--- src/rtl/bp_corr_pkg.sv ---
package bp_corr_pkg;
    typedef enum logic {
        DIR_NOT_TAKEN = 1'b0,
        DIR_TAKEN     = 1'b1
    } dir_e;
endpackage

--- src/rtl/bp_corr_hist.sv ---
module bp_corr_hist #(
    parameter int HIST_W = 2
) (
    input  logic              clk,
    input  logic              rst_n,
    input  logic              shift_en,
    input  logic              shift_bit,
    input  logic              load_en,
    input  logic [HIST_W-1:0] load_val,
    output logic [HIST_W-1:0] hist_q
);
    logic [HIST_W:0] shifted;
    assign shifted = {hist_q, shift_bit};

    always_ff @(posedge clk) begin
        if (!rst_n) begin
            hist_q <= '0;
        end else if (load_en) begin
            hist_q <= load_val;
        end else if (shift_en) begin
            hist_q <= shifted[HIST_W-1:0];
        end
    end

    p_flush_load_r9: assert property (@(posedge clk) disable iff (!rst_n)
        load_en |=> hist_q == $past(load_val));

    p_shift_in_r8: assert property (@(posedge clk) disable iff (!rst_n)
        (shift_en && !load_en) |=> hist_q[0] == $past(shift_bit));

    p_hold_r8: assert property (@(posedge clk) disable iff (!rst_n)
        (!shift_en && !load_en) |=> $stable(hist_q));
endmodule

--- src/rtl/bp_corr_table.sv ---
module bp_corr_table #(
    parameter int ROW_W  = 4,
    parameter int HIST_W = 2,
    parameter int CNT_W  = 2
) (
    input  logic              clk,
    input  logic              rst_n,
    input  logic [ROW_W-1:0]  rd_row,
    input  logic [HIST_W-1:0] rd_sel,
    output logic [CNT_W-1:0]  rd_cnt,
    input  logic              wr_en,
    input  logic [ROW_W-1:0]  wr_row,
    input  logic [HIST_W-1:0] wr_sel,
    input  logic              wr_taken
);
    localparam int ADDR_W  = ROW_W + HIST_W;
    localparam int ENTRIES = 1 << ADDR_W;
    localparam logic [CNT_W-1:0] CNT_MAX  = {CNT_W{1'b1}};
    localparam logic [CNT_W-1:0] CNT_INIT = CNT_MAX >> 1;

    logic [CNT_W-1:0]  cells [ENTRIES];
    logic [ADDR_W-1:0] rd_addr;
    logic [ADDR_W-1:0] wr_addr;
    logic [CNT_W-1:0]  wr_cur;
    logic [CNT_W-1:0]  wr_nxt;

    assign rd_addr = {rd_row, rd_sel};
    assign wr_addr = {wr_row, wr_sel};
    assign rd_cnt  = cells[rd_addr];
    assign wr_cur  = cells[wr_addr];

    always_comb begin
        wr_nxt = wr_cur;
        if (wr_taken) begin
            if (wr_cur != CNT_MAX) wr_nxt = wr_cur + 1'b1;
        end else begin
            if (wr_cur != '0) wr_nxt = wr_cur - 1'b1;
        end
    end

    always_ff @(posedge clk) begin
        if (!rst_n) begin
            for (int i = 0; i < ENTRIES; i++) cells[i] <= CNT_INIT;
        end else if (wr_en) begin
            cells[wr_addr] <= wr_nxt;
        end
    end

    for (genvar e = 0; e < ENTRIES; e++) begin : g_chk
        p_untouched_r7: assert property (@(posedge clk) disable iff (!rst_n)
            !(wr_en && wr_addr == ADDR_W'(e)) |=> $stable(cells[e]));

        p_sat_hi_r5: assert property (@(posedge clk) disable iff (!rst_n)
            (wr_en && wr_addr == ADDR_W'(e) && wr_taken && cells[e] == CNT_MAX)
            |=> cells[e] == CNT_MAX);

        p_sat_lo_r5: assert property (@(posedge clk) disable iff (!rst_n)
            (wr_en && wr_addr == ADDR_W'(e) && !wr_taken && cells[e] == '0)
            |=> cells[e] == '0);
    end
endmodule

--- src/rtl/bp_corr_top.sv ---
module bp_corr_top #(
    parameter int PC_W   = 32,
    parameter int PC_LSB = 2,
    parameter int ROW_W  = 4,
    parameter int HIST_W = 2,
    parameter int CNT_W  = 2
) (
    input  logic              clk,
    input  logic              rst_n,
    input  logic [PC_W-1:0]   fetch_pc,
    output logic              fetch_taken,
    output logic [HIST_W-1:0] fetch_hist,
    input  logic              res_valid,
    input  logic [PC_W-1:0]   res_pc,
    input  logic              res_taken,
    input  logic [HIST_W-1:0] res_hist,
    input  logic              flush,
    input  logic [HIST_W-1:0] flush_hist
);
    import bp_corr_pkg::*;

    logic [ROW_W-1:0]  fetch_row;
    logic [ROW_W-1:0]  res_row;
    logic [HIST_W-1:0] ghist;
    logic [CNT_W-1:0]  sel_cnt;
    dir_e              guess;
    logic              unused_pc_bits;

    assign fetch_row      = fetch_pc[PC_LSB +: ROW_W];
    assign res_row        = res_pc[PC_LSB +: ROW_W];
    assign unused_pc_bits = ^{fetch_pc, res_pc};

    bp_corr_hist #(.HIST_W(HIST_W)) i_hist (
        .clk      (clk),
        .rst_n    (rst_n),
        .shift_en (res_valid),
        .shift_bit(res_taken),
        .load_en  (flush),
        .load_val (flush_hist),
        .hist_q   (ghist)
    );

    bp_corr_table #(.ROW_W(ROW_W), .HIST_W(HIST_W), .CNT_W(CNT_W)) i_table (
        .clk     (clk),
        .rst_n   (rst_n),
        .rd_row  (fetch_row),
        .rd_sel  (ghist),
        .rd_cnt  (sel_cnt),
        .wr_en   (res_valid),
        .wr_row  (res_row),
        .wr_sel  (res_hist),
        .wr_taken(res_taken)
    );

    assign guess       = sel_cnt[CNT_W-1] ? DIR_TAKEN : DIR_NOT_TAKEN;
    assign fetch_taken = (guess == DIR_TAKEN);
    assign fetch_hist  = ghist;

    p_flush_wins_r9: assert property (@(posedge clk) disable iff (!rst_n)
        (flush && res_valid) |=> fetch_hist == $past(flush_hist));

    p_hist_quiet_r11: assert property (@(posedge clk) disable iff (!rst_n)
        (!flush && !res_valid) |=> $stable(fetch_hist));
endmodule

--- config.mk ---
export PLATFORM = sky130hd
export DESIGN_NAME = bp_corr_top
export DESIGN_NICKNAME = d
export VERILOG_FILES = /design/src/rtl/bp_corr_pkg.sv /design/src/rtl/bp_corr_hist.sv /design/src/rtl/bp_corr_table.sv /design/src/rtl/bp_corr_top.sv
export SDC_FILE = /design/constraint.sdc
export NUM_CORES = 1
export LEC_CHECK = 0
export ABC_AREA = 1
export CORE_MARGIN = 3
export CORE_UTILIZATION = 55
export CTS_CLUSTER_SIZE = 20
export DETAILED_ROUTE_END_ITERATION = 8
export GPL_TIMING_DRIVEN = 0
export PLACE_DENSITY_LB_ADDON = 0.2
export SYNTH_ARGS = -nofsm -noshare
export SYNTH_HDL_FRONTEND = slang
export SYNTH_HIERARCHICAL = 1
export SYNTH_SLANG_ARGS = --single-unit
--- constraint.sdc ---
create_clock -name clk -period 2.9 [get_ports clk]
set_input_delay 0.87 -clock clk [delete_from_list [all_inputs] [get_ports clk]]
set_output_delay 0.87 -clock clk [all_outputs]
set_load 0.05 [all_outputs]
==> results.tsv <==
metric	value	unit
worst r2r dst	i_table/cells[12][1]	
number of global-route vias before repair	6953	
syn avg cell area	7.41	µm²
final worst slack	27.8	ps
Initial Utilization	56.3	%
share of cells above drive strength 1	13.2	%
CP endpoint kind	output pin	
worst skew pair latency	430	ps
First-pass DRT Iterations	6	
Worst slew margin	41.1	%
Critical Path Max Stage Delay	380	ps
Worst Max-Slew Pin Slew	883	ps
hold-fix buffers at CTS	0	
placeable core area	0.0139	mm²
CTS sink cnt	130	
Critical-path top delay cell	dfxtp_4	
largest net degree at the start of global routing	17	
final wirelength	27.7	mm
initial antenna violation count	0	
Layout Utilization	66.3	%
fin crit period	2870	ps
total CTS buffers	17	
Synthesized Nets	1132	
Port-buffer cells	17	
Hold Crit Depth	4	
Top cell by count, worst path	nand2_1	
Core Rows	43	
clock root cell	clkbuf_16	
final hold violations	0	
clock buffer depth	2	
Post-DRT Antenna Nets	0	
grt total ovfl	0	
status	complete, no violations	
detailed placement HPWL	18.7	mm
Hold Path End	i_hist/hist_q[1]	
area delta synth->final	17.7	%
CP Max Fanout	6	
Final Net Count	1181	
Max Slew Vio Count	0	
vias per cell	5.86	
H-tree levels	4	
Max Cap Viol	0	
setup TNS	0	ps
CP Launch Type	register	
CP Cell Sequence	inv_4 -> buf_4 -> nor2_1 -> o22ai_2 -> o21ai_1 -> o21ai_2 -> nand2_1 -> nand2_1 -> nand2_1 -> nand2_1 -> buf_6	
fill cell count	1242	
clock slew at reported path FFs	60	ps
reg-to-reg slack, setup	690	ps
Tot GR Track Use	35.3	%
Setup violations, final	0	
cell count after synthesis	1059	
arrival time at the worst endpoint	2000	ps
Tot Pwr	5.14	mW
Tcrit/Tclk final	99.0	%
number of placed I/O pins	76	
vias	7619	
Reg-to-Reg Start	i_table/cells[34][1]	
initial drt markers	1379	
pwr dens	557	mW/mm²
Yosys warning count	6	
first-pass GRT wire length	41.0	mm
die width	125	µm
Post-route DRC	0	
Worst EP required	2030	ps
hold path start	i_hist/hist_q[1]	
Setup Crit Path Kind	reg2out	
# diodes	0	
clk_skew	11.1	ps
Post-Synthesis Cell Area	0.00785	mm²
IR drop worst, VDD	0.421	mV
RSZ-0062 raised after global routing	true	
achievable clock frequency	348	MHz
WL per Instance	21.3	µm
Worst Hold Class	reg2reg	
P_leak	3.77	nW
die footprint	0.0157	mm²
dpl ws	-1020	ps
RePlAce Congestion	1.01	
CTS tree	built	
Die Span Y	125	µm
R2R cell count	11	
==> placed cells by master (no fill, tap or decap), types with 6 or more instances in the layout <==
cell               n
o211ai_1           8
nand2_1          353
clkbuf_1          12
inv_1            120
buf_6             21
nor2_1           174
o21ai_1           18
o21ai_2            6
o21ai_0           26
clkbuf_2           6
clkdlybuf4s50_1   13
clkbuf_16         17
buf_8              6
nand3_1           98
buf_4             36
edfxtp_1         128
a21oi_1            8
nor2_2            13
==> per-stage QoR <==
step | area (µm²) | hold WS (ps) | std cells
3_3_place_gp | 8250 | 568 | 1256
3_5_place_dp | 8250 | 574 | 1256
2_1_floorplan | 7850 | 660 | 1059
4_1_cts | 8980 | 631 | 1293
6_report | 9240 | 665 | 1301
5_1_grt | 9240 | 710 | 1301
==> metal layers <==
layer,GRT usage [%],share of wire [%]
met5,0,0
met4,18.0,5.6
met3,6.45,13
met2,53.9,44
met1,48.5,37
==> worst max-delay path by stage <==
stage	to	depth (start not counted)	startpoint	slack [ps]
final	fetch_taken	11	i_hist/hist_q[0]	30
after global routing	fetch_taken	11	i_hist/hist_q[0]	-100
after CTS	fetch_taken	11	i_hist/hist_q[1]	-210
after detailed placement	fetch_taken	9	fetch_pc[3]	-1020
after global placement	fetch_taken	9	fetch_pc[3]	-1010
after floorplan	fetch_taken	10	i_hist/hist_q[1]	70
==> critical path: cells and delay by family (launching register included) <==
family / cells / cell delay, ps
and+or+nand+nor: 5 / 300
DFF: 1 / 380
buffers and inverters: 3 / 410
AOI/OAI and AO/OA: 3 / 480
==> state kept, by name (all words and copies together) (netlist names) <==
signal,flops
i_hist/hist_q,2
i_table/cells,128
==> area by class of cell <==
type	instances	area (µm²)	area share (%)
Buffer	70	599	6.49
Clock buffer	20	437	4.73
Clock inverter	12	133	1.44
Inverter	126	484	5.24
Multi-Input combinational cell	732	3160	34.2
Sequential cell	130	3890	42.1
Tap cell	180	225	2.44
Timing Repair Buffer	31	312	3.37
==> what timing repair did <==
action / CTS / global route
pin swaps: 4 / 19
endpoints found under the setup margin: 177 / 119
setup buffers: 5 / 8
gates cloned: 1 / 0
gates resized for setup: 50 / 120
==> where the power goes <==
part / total (mW) / switching (mW) / internal (mW)
Clock: 2.09 / 0.822 / 1.27
Sequential: 2.14 / 0.0354 / 2.11
Combinational: 0.914 / 0.594 / 0.319
No activity file was read; power rests on OpenSTA's default activity.
